`config.mk`:
```
export PLATFORM = sky130hd
export DESIGN_NAME = la_cmd_rx
export DESIGN_NICKNAME = d
export VERILOG_FILES = /design/src/rtl/la_cmd_pkg.sv /design/src/rtl/la_cmd_parser.sv /design/src/rtl/la_cmd_decode.sv /design/src/rtl/la_id_reply.sv /design/src/rtl/la_cmd_rx.sv
export SDC_FILE = /design/constraint.sdc
export NUM_CORES = 1
export LEC_CHECK = 0
export BUFFER_PORTS_ARGS = -buffer_cell sky130_fd_sc_hd__buf_2
export CORE_MARGIN = 2
export CORE_UTILIZATION = 53
export DETAILED_ROUTE_END_ITERATION = 12
export MAX_ROUTING_LAYER = met4
export PLACE_DENSITY = 0.88
export SYNTH_ARGS = -nofsm -noshare
export SYNTH_HDL_FRONTEND = slang
export SYNTH_SLANG_ARGS = --single-unit
```
`constraint.sdc`:
```
create_clock -name clk_i -period 4.3 [get_ports clk_i]
set_input_delay 1.075 -clock clk_i [delete_from_list [all_inputs] [get_ports clk_i]]
set_output_delay 1.075 -clock clk_i [all_outputs]
set_load 0.1 [all_outputs]
```
`src/rtl/la_cmd_pkg.sv`:
```
package la_cmd_pkg;
  typedef enum logic [2:0] {
    KIND_NONE  = 3'd0,
    KIND_DIV   = 3'd1,
    KIND_SIZE  = 3'd2,
    KIND_FLAGS = 3'd3,
    KIND_TMASK = 3'd4,
    KIND_TVAL  = 3'd5,
    KIND_TCFG  = 3'd6
  } wr_kind_e;

  localparam logic [7:0] OP_RESET = 8'h00;
  localparam logic [7:0] OP_RUN   = 8'h01;
  localparam logic [7:0] OP_ID    = 8'h02;
  localparam logic [7:0] OP_DIV   = 8'h80;
  localparam logic [7:0] OP_SIZE  = 8'h81;
  localparam logic [7:0] OP_FLAGS = 8'h82;
  localparam logic [3:0] OP_TRIG_HI = 4'hC;
  localparam int unsigned STAGE_FIELD_W = 2;
endpackage

```
`src/rtl/la_cmd_parser.sv`:
```
module la_cmd_parser
  import la_cmd_pkg::*;
#(
  parameter int unsigned ARG_BYTES = 4
) (
  input  logic                     clk_i,
  input  logic                     rst_ni,
  input  logic                     rx_valid_i,
  input  logic [7:0]               rx_data_i,
  output logic                     reset_o,
  output logic                     run_o,
  output logic                     id_o,
  output logic                     done_o,
  output logic [7:0]               opcode_o,
  output logic [8*ARG_BYTES-1:0]   arg_o
);
  localparam int unsigned ARG_W = 8 * ARG_BYTES;
  localparam int unsigned CNT_W = $clog2(ARG_BYTES);
  localparam logic [CNT_W-1:0] LAST = CNT_W'(ARG_BYTES - 1);

  logic             in_long_q;
  logic [CNT_W-1:0] cnt_q;
  logic [7:0]       opcode_q;
  logic [ARG_W-1:0] arg_q;
  logic             reset_q, run_q, id_q, done_q;

  always_ff @(posedge clk_i or negedge rst_ni) begin
    if (!rst_ni) begin
      in_long_q <= 1'b0;
      cnt_q     <= '0;
      opcode_q  <= '0;
      arg_q     <= '0;
      reset_q   <= 1'b0;
      run_q     <= 1'b0;
      id_q      <= 1'b0;
      done_q    <= 1'b0;
    end else begin
      reset_q <= 1'b0;
      run_q   <= 1'b0;
      id_q    <= 1'b0;
      done_q  <= 1'b0;
      if (rx_valid_i) begin
        if (!in_long_q) begin
          if (rx_data_i[7]) begin
            in_long_q <= 1'b1;
            cnt_q     <= '0;
            opcode_q  <= rx_data_i;
          end else begin
            reset_q <= (rx_data_i == OP_RESET);
            run_q   <= (rx_data_i == OP_RUN);
            id_q    <= (rx_data_i == OP_ID);
          end
        end else begin
          // first argument byte ends up in the low byte
          arg_q <= {rx_data_i, arg_q[ARG_W-1:8]};
          cnt_q <= cnt_q + CNT_W'(1);
          if (cnt_q == LAST) begin
            in_long_q <= 1'b0;
            done_q    <= 1'b1;
          end
        end
      end
    end
  end

  assign reset_o  = reset_q;
  assign run_o    = run_q;
  assign id_o     = id_q;
  assign done_o   = done_q;
  assign opcode_o = opcode_q;
  assign arg_o    = arg_q;

  p_pulse_excl_r2: assert property (@(posedge clk_i) disable iff (!rst_ni)
    $onehot0({reset_q, run_q, id_q, done_q}));

  p_short_from_idle_r4: assert property (@(posedge clk_i) disable iff (!rst_ni)
    (reset_q || run_q || id_q) |-> $past(rx_valid_i && !in_long_q));

  p_done_after_arg_r5: assert property (@(posedge clk_i) disable iff (!rst_ni)
    done_q |-> $past(rx_valid_i && in_long_q));

  p_hold_no_byte_r11: assert property (@(posedge clk_i) disable iff (!rst_ni)
    !rx_valid_i |=> $stable(in_long_q) && $stable(cnt_q));
endmodule

```
`src/rtl/la_cmd_decode.sv`:
```
module la_cmd_decode
  import la_cmd_pkg::*;
#(
  parameter int unsigned NUM_STAGES = 4
) (
  input  logic [7:0]               opcode_i,
  output wr_kind_e                 kind_o,
  output logic [STAGE_FIELD_W-1:0] stage_o
);
  logic [NUM_STAGES-1:0] stage_hit;

  for (genvar s = 0; s < NUM_STAGES; s++) begin : g_stage
    assign stage_hit[s] = (opcode_i[7:4] == OP_TRIG_HI)
                       && (opcode_i[3:2] == STAGE_FIELD_W'(s))
                       && (opcode_i[1:0] != 2'b11);
  end

  always_comb begin
    kind_o = KIND_NONE;
    if (opcode_i == OP_DIV)        kind_o = KIND_DIV;
    else if (opcode_i == OP_SIZE)  kind_o = KIND_SIZE;
    else if (opcode_i == OP_FLAGS) kind_o = KIND_FLAGS;
    else if (|stage_hit) begin
      case (opcode_i[1:0])
        2'd0:    kind_o = KIND_TMASK;
        2'd1:    kind_o = KIND_TVAL;
        default: kind_o = KIND_TCFG;
      endcase
    end
  end

  assign stage_o = opcode_i[3:2];
endmodule

```
`src/rtl/la_id_reply.sv`:
```
module la_id_reply #(
  parameter int unsigned                 REPLY_BYTES = 4,
  parameter logic [8*REPLY_BYTES-1:0]    REPLY_WORD  = 32'h4F4C5331
) (
  input  logic       clk_i,
  input  logic       rst_ni,
  input  logic       start_i,
  input  logic       tx_ready_i,
  output logic       tx_valid_o,
  output logic [7:0] tx_data_o
);
  localparam int unsigned IDX_W = $clog2(REPLY_BYTES);
  localparam logic [IDX_W-1:0] LAST = IDX_W'(REPLY_BYTES - 1);

  logic             busy_q;
  logic [IDX_W-1:0] idx_q;

  always_ff @(posedge clk_i or negedge rst_ni) begin
    if (!rst_ni) begin
      busy_q <= 1'b0;
      idx_q  <= '0;
    end else if (busy_q) begin
      // requests during a reply are dropped
      if (tx_ready_i) begin
        idx_q <= idx_q + IDX_W'(1);
        if (idx_q == LAST) busy_q <= 1'b0;
      end
    end else if (start_i) begin
      busy_q <= 1'b1;
      idx_q  <= '0;
    end
  end

  assign tx_valid_o = busy_q;
  assign tx_data_o  = REPLY_WORD[{idx_q, 3'b000} +: 8];

  p_tx_hold_r3: assert property (@(posedge clk_i) disable iff (!rst_ni)
    (tx_valid_o && !tx_ready_i) |=> tx_valid_o && $stable(tx_data_o));

  p_stall_keep_r10: assert property (@(posedge clk_i) disable iff (!rst_ni)
    (busy_q && !tx_ready_i) |=> busy_q && $stable(idx_q));
endmodule

```
`src/rtl/la_cmd_rx.sv`:
```
module la_cmd_rx
  import la_cmd_pkg::*;
#(
  parameter int unsigned ARG_BYTES   = 4,
  parameter int unsigned NUM_STAGES  = 4,
  parameter int unsigned REPLY_BYTES = 4,
  parameter logic [8*REPLY_BYTES-1:0] REPLY_WORD = 32'h4F4C5331
) (
  input  logic                     clk_i,
  input  logic                     rst_ni,
  input  logic                     rx_valid_i,
  input  logic [7:0]               rx_data_i,
  input  logic                     tx_ready_i,
  output logic                     tx_valid_o,
  output logic [7:0]               tx_data_o,
  output logic                     reset_o,
  output logic                     run_o,
  output logic                     wr_o,
  output logic [7:0]               wr_addr_o,
  output logic [8*ARG_BYTES-1:0]   wr_data_o,
  output logic [2:0]               wr_kind_o,
  output logic [STAGE_FIELD_W-1:0] wr_stage_o
);
  logic     id_req;
  wr_kind_e kind;

  la_cmd_parser #(.ARG_BYTES(ARG_BYTES)) u_parser (
    .clk_i     (clk_i),
    .rst_ni    (rst_ni),
    .rx_valid_i(rx_valid_i),
    .rx_data_i (rx_data_i),
    .reset_o   (reset_o),
    .run_o     (run_o),
    .id_o      (id_req),
    .done_o    (wr_o),
    .opcode_o  (wr_addr_o),
    .arg_o     (wr_data_o)
  );

  la_cmd_decode #(.NUM_STAGES(NUM_STAGES)) u_decode (
    .opcode_i(wr_addr_o),
    .kind_o  (kind),
    .stage_o (wr_stage_o)
  );

  assign wr_kind_o = kind;

  la_id_reply #(.REPLY_BYTES(REPLY_BYTES), .REPLY_WORD(REPLY_WORD)) u_reply (
    .clk_i     (clk_i),
    .rst_ni    (rst_ni),
    .start_i   (id_req),
    .tx_ready_i(tx_ready_i),
    .tx_valid_o(tx_valid_o),
    .tx_data_o (tx_data_o)
  );
endmodule

```
==> results.toml <==
[clock_tree]
cts_root_buffer = "clkbuf_8"
htree_levels = 2
ctsResizeCount = 0
numCtsBuffers = 5
clk_path_buf_depth = 2
cts_setup_buffers = 0
worstSkewPairLatency_ps = 300
tritoncts = "yes"
cts.clk_slew.worst_paths_ps = 90
clkSinkCount = 50
cts_hold_buffers = 0

[synthesis]
synth_cell_types = 30
seq_area_frac_synth_pct = 60.2
netlist_area_um2 = 2080
synth_seq_cells = 50
synthTopCellsByArea = "dfrtp_1 (60%), mux2_2 (22%), ha_1 (3.0%)"
async_flop_share_pct = 100
synthCells = 139
avgSynthCellArea_um2 = 14.9
yosys_warnings = 0
syn-num-nets = 156
synth_area_leader_cell = "dfrtp_1"
synth_flop_cell = "dfrtp_1"
synth_top_area_share_pct = 60.2
synth_edf_count = 0

[routing]
drc = 0
avgRoutedWirePerCell_um = 14.6
vias_per_cell = 5.15
routed_wirelength_um = 3700
drtPass1Iterations = 4
drtIter0Drc = 41
vias = 1307
antenna_left = 0

[floorplan]
ios = 69
initial_core_util_pct = 55.9
row_count = 22
die_w_um = 66.6
core_um2 = 3720
die_area_um2 = 4440
die_y_um = 66.6

[job]
cap_violations = 0

[final_layout]
layout.nets = 222
num_antenna_cells = 0
drive_above_1_share_pct = 59.7
multi_input_area_um2 = 763
area.sequential_um2 = 1250
nFillCells = 288
area_delta_synth_final_pct = 22.5

[critical_path]
crit_type = "register to output pin"
slowest_stage = "or3b_2"
worstPathRequired_ps = 3220
crit_family = "simple AND/OR/NAND/NOR gates"
startpoint_type = "register"
reg2regPathDepth = 2
worstPathMaxFanout = 3
worst_setup_path_end_kind = "output pin"
crit_arrival_ps = 2010
rrSetupSlack_ps = 2430
critPathMaxStageDelay_ps = 540
crit_cells = 3
worstPathCellList = "or3b_2 > a2111oi_4 > buf_2"
crit_buf_inv = 1

[placement]
portBuffers = 67
dp_hpwl_um = 2730
place_congestion = 0.667

[timing]
finalSetupViolations = 0
tns_ps = 0
max-slew-margin-rel_pct = 22.3
tightestPinTransition_ps = 1160
fin_crit_sh_pct = 71.6
hold_viol_final = 0
fin_worst_skew_ps = 7.06
finalCriticalPeriod_ps = 3080
slew_viol_final = 0
fmaxAchievable_mhz = 325
rsz0062_at_grt = "false"

[worst_hold_path]
hold_depth = 1
hp-class = "register to register"

[global_route]
grt_usage_pct = 18.9
grt_max_degree = 51
grt_overflow = 0
grt_antenna_before_repair = 0
grt_pass1_vias = 1253
grt_pass1_wl_um = 6010

[status]
status = "complete, no violations"
-- Yosys cell counts, drive strengths merged (2+ instances only) --
master / n
dfrtp: 50
mux2: 41
buf: 7
inv: 6
ha: 5
a22o: 3
a21oi: 2
nand2b: 2
nand3b: 2
nor2: 2
nor4: 2
or4: 2
-- worst paths after layout --
| path | startpoint | end |
|---|---|---|
| max | u_parser.opcode_o[5] | wr_kind_o[1] |
| min | u_parser.opcode_o[7] | u_parser.opcode_o[7] |
| max reg2reg | u_parser.in_long_q | u_parser.arg_o[2] |
| min reg2reg | u_parser.opcode_o[7] | u_parser.opcode_o[7] |
| max in group asynchronous | rst_ni | u_parser.arg_o[0] |
| min in group asynchronous | rst_ni | u_parser.arg_o[5] |
-- flip-flops by register name, indices dropped and copies added (netlist names) --
name / flops
u_parser.arg_o: 32
u_parser.cnt_q: 2
u_parser.done_o: 1
u_parser.id_o: 1
u_parser.in_long_q: 1
u_parser.opcode_o: 8
u_parser.reset_o: 1
u_parser.run_o: 1
u_reply.idx_q: 2
u_reply.tx_valid_o: 1
-- metal layers --
metal  vias to the layer above  global-route usage (%)  wire length, um
met1                       647                    23.8             1580
li1                        613                       -                -
met2                        41                    30.8             1870
met3                         6                    3.55              197
met4                         0                    6.89               48
met5                         -                       -                0
-- logic make-up (layout without fill, tap and decap cells) --
logic type / Yosys count / count (layout) / synth area share, %
mux: 41 / 41 / 22.2
xor+xnor: 2 / 2 / 0.844
buf+inv: 14 / 81 / 3.86
compound gates: 10 / 10 / 3.86
flops: 50 / 50 / 60.2
fa+ha+maj: 5 / 5 / 3.01
simple gates: 16 / 16 / 5.78
other cells: 1 / 1 / 0.181
-- through the flow --
stage	area, um^2	hold WS, ps	std cells	setup slack (ps)	utilization, %
2_1_floorplan	2090	470	139	261	-
3_3_place_gp	2430	462	246	1590	65.5
3_5_place_dp	2430	482	246	1550	65.5
4_1_cts	2540	508	254	1210	68.5
5_1_grt	2540	530	254	1150	68.5
6_report	2540	507	254	1220	68.5
-- cells in the final DEF (no fill, tap or decap), types with 2 or more instances in the layout --
master / instances
a21oi_1: 2
nand3b_1: 2
ha_1: 5
mux2_2: 41
clkbuf_8: 5
a22o_1: 3
buf_2: 67
dfrtp_1: 50
nor2_1: 2
nor4_1: 2
inv_1: 6
nand2b_1: 2
-- worst register-to-register path: stages, from the launching register on --
cell,delay (ps)
dfrtp_1,440
nand2_1,860
mux2_2,450
-- final cells by class --
type	count	area share, %
clock inverter	3	1.72
tap	48	2.36
clock buffer	5	2.70
multi-input combinational	75	30.0
sequential	50	49.2
timing repair buffer	67	13.2
inverter	6	0.885
Power is left out: the tool's default activity adds up to more than one toggle a clock period on the data nets, which glitch-free logic cannot reach.
